==> config.mk <==
export PLATFORM = sky130hd
export DESIGN_NAME = intc_two_level
export DESIGN_NICKNAME = d
export VERILOG_FILES = /design/src/rtl/intc_pkg.sv /design/src/rtl/intc_arbiter.sv /design/src/rtl/intc_flags.sv /design/src/rtl/intc_seq.sv /design/src/rtl/intc_two_level.sv
export SDC_FILE = /design/constraint.sdc
export NUM_CORES = 1
export LEC_CHECK = 0
export CAP_MARGIN = 25
export CORE_ASPECT_RATIO = 0.7
export CORE_MARGIN = 4
export CORE_UTILIZATION = 44
export DETAILED_ROUTE_END_ITERATION = 7
export GPL_TIMING_DRIVEN = 0
export HOLD_SLACK_MARGIN = 0.1
export PLACE_DENSITY = 0.91
export SLEW_MARGIN = 20
export SYNTH_ARGS = -nofsm -noshare
export SYNTH_HDL_FRONTEND = slang
export SYNTH_HIERARCHICAL = 1
export SYNTH_SLANG_ARGS = --single-unit
==> constraint.sdc <==
create_clock -name clk -period 2.9 [get_ports clk]
set_input_delay 0.58 -clock clk [delete_from_list [all_inputs] [get_ports clk]]
set_output_delay 0.58 -clock clk [all_outputs]
set_load 0.005 [all_outputs]
==> src/rtl/intc_pkg.sv <==
package intc_pkg;
  localparam int WORD_W = 16;

  typedef enum logic [2:0] {
    ST_IDLE, ST_PUSH_IP, ST_PUSH_ST, ST_VEC,
    ST_ENTER_LD, ST_POP_ST, ST_POP_IP, ST_EXIT_LD
  } seq_state_e;

  typedef enum logic [1:0] {LVL_NONE = 2'd0, LVL_ONE = 2'd1, LVL_TWO = 2'd2} lvl_e;

  // status word: bit0 N, bit1 Z, bit2 IF1, bit3 IF2
  function automatic logic [WORD_W-1:0] pack_status(input logic n, input logic z,
                                                    input logic f1, input logic f2);
    return {{(WORD_W-4){1'b0}}, f2, f1, z, n};
  endfunction

  function automatic lvl_e pick_level(input logic r1, input logic r2,
                                      input logic f1, input logic f2);
    if (r1 && f1) return LVL_ONE;
    if (r2 && f1 && f2) return LVL_TWO;
    return LVL_NONE;
  endfunction

  // mask bit0 clears IF1, bit1 clears IF2
  function automatic logic [1:0] clear_mask(input lvl_e l);
    case (l)
      LVL_ONE: return 2'b11;
      LVL_TWO: return 2'b10;
      default: return 2'b00;
    endcase
  endfunction
endpackage

==> src/rtl/intc_arbiter.sv <==
module intc_arbiter
  import intc_pkg::*;
#(
  parameter int N_SRC1 = 4,
  parameter int N_SRC2 = 4
) (
  input  logic [N_SRC1-1:0] src1,
  input  logic [N_SRC2-1:0] src2,
  input  logic              if1,
  input  logic              if2,
  output logic              req1_any,
  output logic              req2_any,
  output lvl_e              level
);
  assign req1_any = |src1;
  assign req2_any = |src2;
  assign level    = pick_level(req1_any, req2_any, if1, if2);
endmodule

==> src/rtl/intc_flags.sv <==
module intc_flags (
  input  logic       clk,
  input  logic       rst_n,
  input  logic       sw_we,
  input  logic [1:0] sw_val,
  input  logic [1:0] clr_mask,
  input  logic       rest_we,
  input  logic [1:0] rest_val,
  output logic       if1,
  output logic       if2
);
  logic [1:0] flag_q;  // bit0 IF1, bit1 IF2

  always_ff @(posedge clk) begin
    if (!rst_n)           flag_q <= 2'b00;
    else if (rest_we)     flag_q <= rest_val;
    else if (|clr_mask)   flag_q <= flag_q & ~clr_mask;
    else if (sw_we)       flag_q <= sw_val;
  end

  assign if1 = flag_q[0];
  assign if2 = flag_q[1];
endmodule

==> src/rtl/intc_seq.sv <==
module intc_seq
  import intc_pkg::*;
#(
  parameter logic [WORD_W-1:0] SP_INIT   = 16'h0800,
  parameter logic [WORD_W-1:0] VEC1_ADDR = 16'h0FFF,
  parameter logic [WORD_W-1:0] VEC2_ADDR = 16'h0FFE
) (
  input  logic              clk,
  input  logic              rst_n,
  input  logic              fetch_start,
  input  logic              rti_go,
  input  lvl_e              level,
  input  logic [WORD_W-1:0] ip_in,
  input  logic              n_in,
  input  logic              z_in,
  input  logic              if1,
  input  logic              if2,
  input  logic [WORD_W-1:0] mem_rdata,
  output logic              busy,
  output logic              mem_req,
  output logic              mem_we,
  output logic [WORD_W-1:0] mem_addr,
  output logic [WORD_W-1:0] mem_wdata,
  output logic              ip_load,
  output logic [WORD_W-1:0] ip_new,
  output logic              nz_load,
  output logic [1:0]        nz_new,
  output logic [1:0]        clr_mask,
  output logic              rest_we,
  output logic [1:0]        rest_val,
  output logic [WORD_W-1:0] sp,
  output logic              enter_evt,
  output lvl_e              enter_lvl
);
  seq_state_e        st_q, st_d;
  logic [WORD_W-1:0] sp_q, sp_d, ip_sv_q, stat_sv_q;
  lvl_e              lvl_q;

  assign enter_evt = (st_q == ST_IDLE) && !rti_go && fetch_start && (level != LVL_NONE);
  assign enter_lvl = enter_evt ? level : LVL_NONE;
  assign busy      = (st_q != ST_IDLE);
  assign sp        = sp_q;

  always_ff @(posedge clk) begin
    if (!rst_n) begin
      st_q      <= ST_IDLE;
      sp_q      <= SP_INIT;
      ip_sv_q   <= '0;
      stat_sv_q <= '0;
      lvl_q     <= LVL_NONE;
    end else begin
      st_q <= st_d;
      sp_q <= sp_d;
      if (enter_evt) begin
        ip_sv_q   <= ip_in;
        stat_sv_q <= pack_status(n_in, z_in, if1, if2);
        lvl_q     <= level;
      end
    end
  end

  always_comb begin
    st_d      = st_q;
    sp_d      = sp_q;
    mem_req   = 1'b0;
    mem_we    = 1'b0;
    mem_addr  = '0;
    mem_wdata = '0;
    ip_load   = 1'b0;
    ip_new    = '0;
    nz_load   = 1'b0;
    nz_new    = 2'b00;
    clr_mask  = 2'b00;
    rest_we   = 1'b0;
    rest_val  = 2'b00;
    case (st_q)
      ST_IDLE: begin
        if (rti_go)         st_d = ST_POP_ST;
        else if (enter_evt) st_d = ST_PUSH_IP;
      end
      ST_PUSH_IP: begin
        mem_req   = 1'b1;
        mem_we    = 1'b1;
        mem_addr  = sp_q - 1'b1;
        mem_wdata = ip_sv_q;
        sp_d      = sp_q - 1'b1;
        st_d      = ST_PUSH_ST;
      end
      ST_PUSH_ST: begin
        mem_req   = 1'b1;
        mem_we    = 1'b1;
        mem_addr  = sp_q - 1'b1;
        mem_wdata = stat_sv_q;
        sp_d      = sp_q - 1'b1;
        clr_mask  = clear_mask(lvl_q);
        st_d      = ST_VEC;
      end
      ST_VEC: begin
        mem_req  = 1'b1;
        mem_addr = (lvl_q == LVL_ONE) ? VEC1_ADDR : VEC2_ADDR;
        st_d     = ST_ENTER_LD;
      end
      ST_ENTER_LD: begin
        ip_load = 1'b1;
        ip_new  = mem_rdata;
        st_d    = ST_IDLE;
      end
      ST_POP_ST: begin
        mem_req  = 1'b1;
        mem_addr = sp_q;
        sp_d     = sp_q + 1'b1;
        st_d     = ST_POP_IP;
      end
      ST_POP_IP: begin
        mem_req  = 1'b1;
        mem_addr = sp_q;
        sp_d     = sp_q + 1'b1;
        rest_we  = 1'b1;
        rest_val = mem_rdata[3:2];
        nz_load  = 1'b1;
        nz_new   = mem_rdata[1:0];
        st_d     = ST_EXIT_LD;
      end
      ST_EXIT_LD: begin
        ip_load = 1'b1;
        ip_new  = mem_rdata;
        st_d    = ST_IDLE;
      end
      default: st_d = ST_IDLE;
    endcase
  end
endmodule

==> src/rtl/intc_two_level.sv <==
module intc_two_level
  import intc_pkg::*;
#(
  parameter int                N_SRC1    = 4,
  parameter int                N_SRC2    = 4,
  parameter logic [WORD_W-1:0] SP_INIT   = 16'h0800,
  parameter logic [WORD_W-1:0] VEC1_ADDR = 16'h0FFF,
  parameter logic [WORD_W-1:0] VEC2_ADDR = 16'h0FFE
) (
  input  logic              clk,
  input  logic              rst_n,
  input  logic [N_SRC1-1:0] irq1_src,
  input  logic [N_SRC2-1:0] irq2_src,
  input  logic              fetch_start,
  input  logic              rti_go,
  input  logic [WORD_W-1:0] cur_ip,
  input  logic              cur_n,
  input  logic              cur_z,
  input  logic              flag_we,
  input  logic [1:0]        flag_wdata,
  input  logic [WORD_W-1:0] mem_rdata,
  output logic              busy,
  output logic              mem_req,
  output logic              mem_we,
  output logic [WORD_W-1:0] mem_addr,
  output logic [WORD_W-1:0] mem_wdata,
  output logic              ip_load,
  output logic [WORD_W-1:0] ip_new,
  output logic              nz_load,
  output logic [1:0]        nz_new,
  output logic              if1,
  output logic              if2,
  output logic [WORD_W-1:0] sp
);
  logic       req1_any, req2_any, enter_evt, rest_we;
  logic [1:0] clr_mask, rest_val;
  lvl_e       level, enter_lvl;
  logic       take1_evt, take2_evt;

  assign take1_evt = enter_evt && (enter_lvl == LVL_ONE);
  assign take2_evt = enter_evt && (enter_lvl == LVL_TWO);

  intc_arbiter #(.N_SRC1(N_SRC1), .N_SRC2(N_SRC2)) u_arb (
    .src1(irq1_src), .src2(irq2_src), .if1(if1), .if2(if2),
    .req1_any(req1_any), .req2_any(req2_any), .level(level)
  );

  intc_flags u_flags (
    .clk(clk), .rst_n(rst_n), .sw_we(flag_we && !busy), .sw_val(flag_wdata),
    .clr_mask(clr_mask), .rest_we(rest_we), .rest_val(rest_val),
    .if1(if1), .if2(if2)
  );

  intc_seq #(.SP_INIT(SP_INIT), .VEC1_ADDR(VEC1_ADDR), .VEC2_ADDR(VEC2_ADDR)) u_seq (
    .clk(clk), .rst_n(rst_n), .fetch_start(fetch_start), .rti_go(rti_go),
    .level(level), .ip_in(cur_ip), .n_in(cur_n), .z_in(cur_z),
    .if1(if1), .if2(if2), .mem_rdata(mem_rdata),
    .busy(busy), .mem_req(mem_req), .mem_we(mem_we), .mem_addr(mem_addr),
    .mem_wdata(mem_wdata), .ip_load(ip_load), .ip_new(ip_new),
    .nz_load(nz_load), .nz_new(nz_new), .clr_mask(clr_mask),
    .rest_we(rest_we), .rest_val(rest_val), .sp(sp),
    .enter_evt(enter_evt), .enter_lvl(enter_lvl)
  );
endmodule

# After elaboration in Yosys (flattened, before gate mapping)
# Cells that the tools add are included.
# totals
ff_bits	43
input_bits	49
output_inout_bits	73
word_cells	67
# classes
add_sub_neg	2
n_eq_ne	10
n_mux	26
n_bitwise	2
reduce_logical	21
# ops
op	count
$pmux W16 S2	2
$pmux W16 S3	1
$pmux W3 S7	1
$mux W2	10
$add A16 B1 Y16 const B	1
$mux W16	1
$sub A16 B1 Y16 const B	1
$eq A3 B3 Y1 const B	4
$mux W1	8
$reduce_or A2 Y1	4
$reduce_or A4 Y1	2
$logic_and A1 B1 Y1	7
$eq A3 B2 Y1 const B	2
$mux W3	2
$reduce_bool A3 Y1	2
$reduce_or A5 Y1	1
$pmux W2 S2	1
$reduce_bool A2 Y1	2
$eq A3 B1 Y1 const B	1
$logic_not A3 Y1	1
$ne A3 B3 Y1 const B	1
$and A2 B2 Y2	1
$eq A2 B1 Y1 const B	1
$eq A2 B2 Y1 const B	1
other kinds (2)	3

# Depth between registers and ports, before layout
# Gate-level depths: netlist of the first run.
# depth
depth_word	12
depth_mapped	8
mapped_depth_nobuf	6

# Modules after synthesis
# Netlist of the first run, hierarchy kept.
# modules_own_cells
module	n_inst	cells_each	area_per_inst_um2	seq_area_each_um2
intc_seq	1	383	2846.5	820.8
intc_flags	1	16	122.6	40.0
intc_arbiter	1	5	41.3	0.0
intc_two_level	1	1	13.8	0.0

# Worst setup path after synthesis of the first run
# OpenSTA, ideal clock, no wires.
# synth_timing
path_type	reg2out
from	register u_seq.sp_q[0], in the netlist u_seq/sp[0]
to	output port mem_addr[6]
arrival_ns	1.726
required_ns	2.320
path_slack_ns	0.594
stages_incl_launch_ff	8
n_path_buf	1
path_cell_list	dfxtp_1 -> buf_6 -> inv_1 -> ha_1 -> nor3b_1 -> a21oi_1 -> a31o_2 -> a221oi_1
# synth_between
elab_chain_cells	2
# synth_rtl
item	line	rtl
from (decl)	intc_seq.sv:36	logic [WORD_W-1:0] sp_q, sp_d, ip_sv_q, stat_sv_q;
from (signal assigned)	intc_seq.sv:53	sp_q <= sp_d;
$sub A16 B1 Y16	intc_seq.sv:84, intc_seq.sv:92	
$pmux W16 S3	intc_seq.sv:76	case (st_q)
to (decl)	intc_two_level.sv:25	output logic [WORD_W-1:0] mem_addr,
# Every way passes these cells.

# Final worst setup path of the first run
# layout_timing
from	register u_seq.st_q[2]
to	output port mem_addr[7]
# layout_between
elab_chain_cells	3
elab_cells_between_ends	8
cone_classes	eq/ne (5); mux (1); reduce/logical (2)
# layout_rtl
item	line	rtl
from (decl)	intc_seq.sv:35	seq_state_e st_q, st_d;
from (signal assigned)	intc_seq.sv:52	st_q <= st_d;
$eq A3 B3 Y1 (tied with other cells)	intc_seq.sv:76	
$reduce_or A2 Y1 (no source line)	-	
$pmux W16 S3 *	intc_seq.sv:76	
# Mark *: on every way between the ends. The rest lies on a longest branch, timed or not.

==> reports/qor.yml, run 1 <==
skew_ps: 7.52
setup_viol: 0
post_synth.cell_area_avg_sq_um: 7.49
dp_cells: 614
power.leakage_nw: 2.06
maxSlewHeadroom_pct: 56.9
vias: 3763
initialDrtViolationCount: 493
grt_pass1_wl_microns: 18200
top_level_ports: 122
path_class: "flop to output port"
grt_pass1_vias: 3600
drive_gt1_share_pct: 14.5
syn-num-nets: 454
combPwrFrac_pct: 62.5
drv_slew: 0
grt_util_all_layers_pct: 27.0
register_area_sq_um: 872
dp_hpwl_microns: 8690
detail-route-antenna-nets: 0
routed_wl_microns: 11800
fin_tns_setup_ps: 0
hold_buffers: 0
stdcell_area_sq_um: 4700
synthCells: 402
grt_start_max_net_pins: 16
yosys_warnings: 6
sw_frac_of_total_pct: 44.5
outcome: "finished clean"
power_density_nw_per_um2: 686
cts_tree: "built"
netSwitchingPower_mw: 1.43
areaGrowthSynthToFinish_pct: 56.0
layout_min_cycle_time_ps: 2900
ir_worst_vdd_v: 0.000571
p_total_mw: 3.22
p_seq_share_pct: 24.9
cts_sinks: 43
crit_fanout: 10
drv_cap: 0
cts_buffers: 5
port_buffers: 121
cp-start-kind: "flop"
arrival_ps: 2320
clock_path_buffers: 2
vias_per_cell: 5.98
core_area_sq_um: 6430
end_kind: "output port"
gp_congestion: 1.00
clk_latency_ps: 300
cts-root-buf: "clkbuf_8"
min_path_type: "flop to flop"
dp_slack_ps: -330
timing.hold.ws_ps: 502
crit_required_ps: 2320
stdcell_count: 629
tightest_slew_ps: 647
finalHoldViolations: 0
max_freq_mhz: 345
diodes: 0
htreeDepth: 2
fin_nets: 589
syn-cell-area_sq_um: 3010
place_area_sq_um: 4340
multiInputGateArea_sq_um: 2110
start_util_pct: 46.9
die_w_microns: 107
dieArea_sq_um: 8260
clock_power_share_pct: 12.7
route.detailed.drc: 0
setup_slack_ps: 3.44
post-route-period-util_pct: 99.9
wl_per_cell_microns: 18.8
rows: 24
first_pass_iters: 5
clk_pin_slew_worst_paths_ps: 90
die_y_microns: 77.2
rsz0062_at_grt: "true"
antenna_found_initial: 0
fin_util_pct: 73.1
grt-ovfl-total: 0
num-fill-cells: 533
intPower_mw: 1.79
cell usage in the layout, fill, tap and decap left out, types with 5 or more instances in the layout:
cell and count:
xor2_1 5, buf_4 11, nand2_1 39, dfxtp_1 38
dlygate4sd2_1 5, mux2i_1 31, nand4_1 8, nand3_1 19
nor2_1 42, a221oi_2 6, a21oi_1 21, o21ai_0 14
nor3_1 7, inv_1 5, clkdlybuf4s50_1 112, a22oi_1 5
and3_1 40, clkbuf_8 5, buf_2 9, nand2b_1 9
clkbuf_2 11, clkbuf_1 12
final cells by class:
| class | count | share of cell area (%) |
|---|---|---|
| multi-input cells | 311 | 44.9 |
| repair buffers | 129 | 27.1 |
| flip-flops and latches | 43 | 18.6 |
| plain buffers | 40 | 4.42 |
| well taps | 91 | 2.42 |
| clock buffers | 5 | 1.46 |
| inverters | 7 | 0.639 |
| clock inverters | 3 | 0.506 |
state kept, by name, indices dropped and copies added (netlist names):
register         flops
u_seq/ip_sv_q       16
u_seq/sp            16
u_seq/stat_sv_q      4
u_seq/st_q           3
u_flags/flag_q       2
u_seq/lvl_q          2
power by group through the flow:
stage | sequential, mW | combinational (mW) | clock (mW)
finish | 0.802 | 2.01 | 0.408
global route | 0.813 | 2.12 | 0.437
CTS | 0.787 | 1.84 | 0.409
detailed placement | 0.765 | 1.65 | 0
global placement | 0.764 | 1.64 | 0
floorplan | 0.742 | 0.967 | 0
what timing repair did:
action,in CTS,in global routing
resized for setup,47,35
endpoints found under the setup margin,46,41
setup buffers,5,3
hold endpoints to repair,0,0
pin swaps,4,4
worst max-delay path, stage by stage, from the launching register on:
cell	delay [ps]
dfxtp_4	430
buf_4	230
clkinvlp_4	120
clkbuf_4	210
a21oi_1	180
o21ai_0	130
a21oi_2	190
clkdlybuf4s50_1	520
final timing paths:
kind	start	endpoint	slack, ps	depth (start not counted)
worst max-delay path	u_seq/st_q[2]	mem_addr[7]	3	7
worst min-delay path	u_seq/lvl_q[1]	u_seq/lvl_q[1]	500	2
worst max register to register	u_seq/st_q[1]	u_flags/flag_q[0]	740	6
worst min register to register	u_seq/lvl_q[1]	u_seq/lvl_q[1]	500	2
routing by layer:
layer  part of all wire (%)  up-vias  track usage [%]
met2                     44      258             42.0
met3                     12       28             7.13
li1                       -     1729                -
met4                    2.1        0             8.17
met1                     42     1748             36.5
met5                      0        -                0
Power figures use the tool's default switching activity.
==> inputs of run 2 (changes only) <==
Settings changed: SLEW_MARGIN 20 to 10.
==> results of run 2 <==
No change in the layout: final DEF, timing and power equal those of run 1.
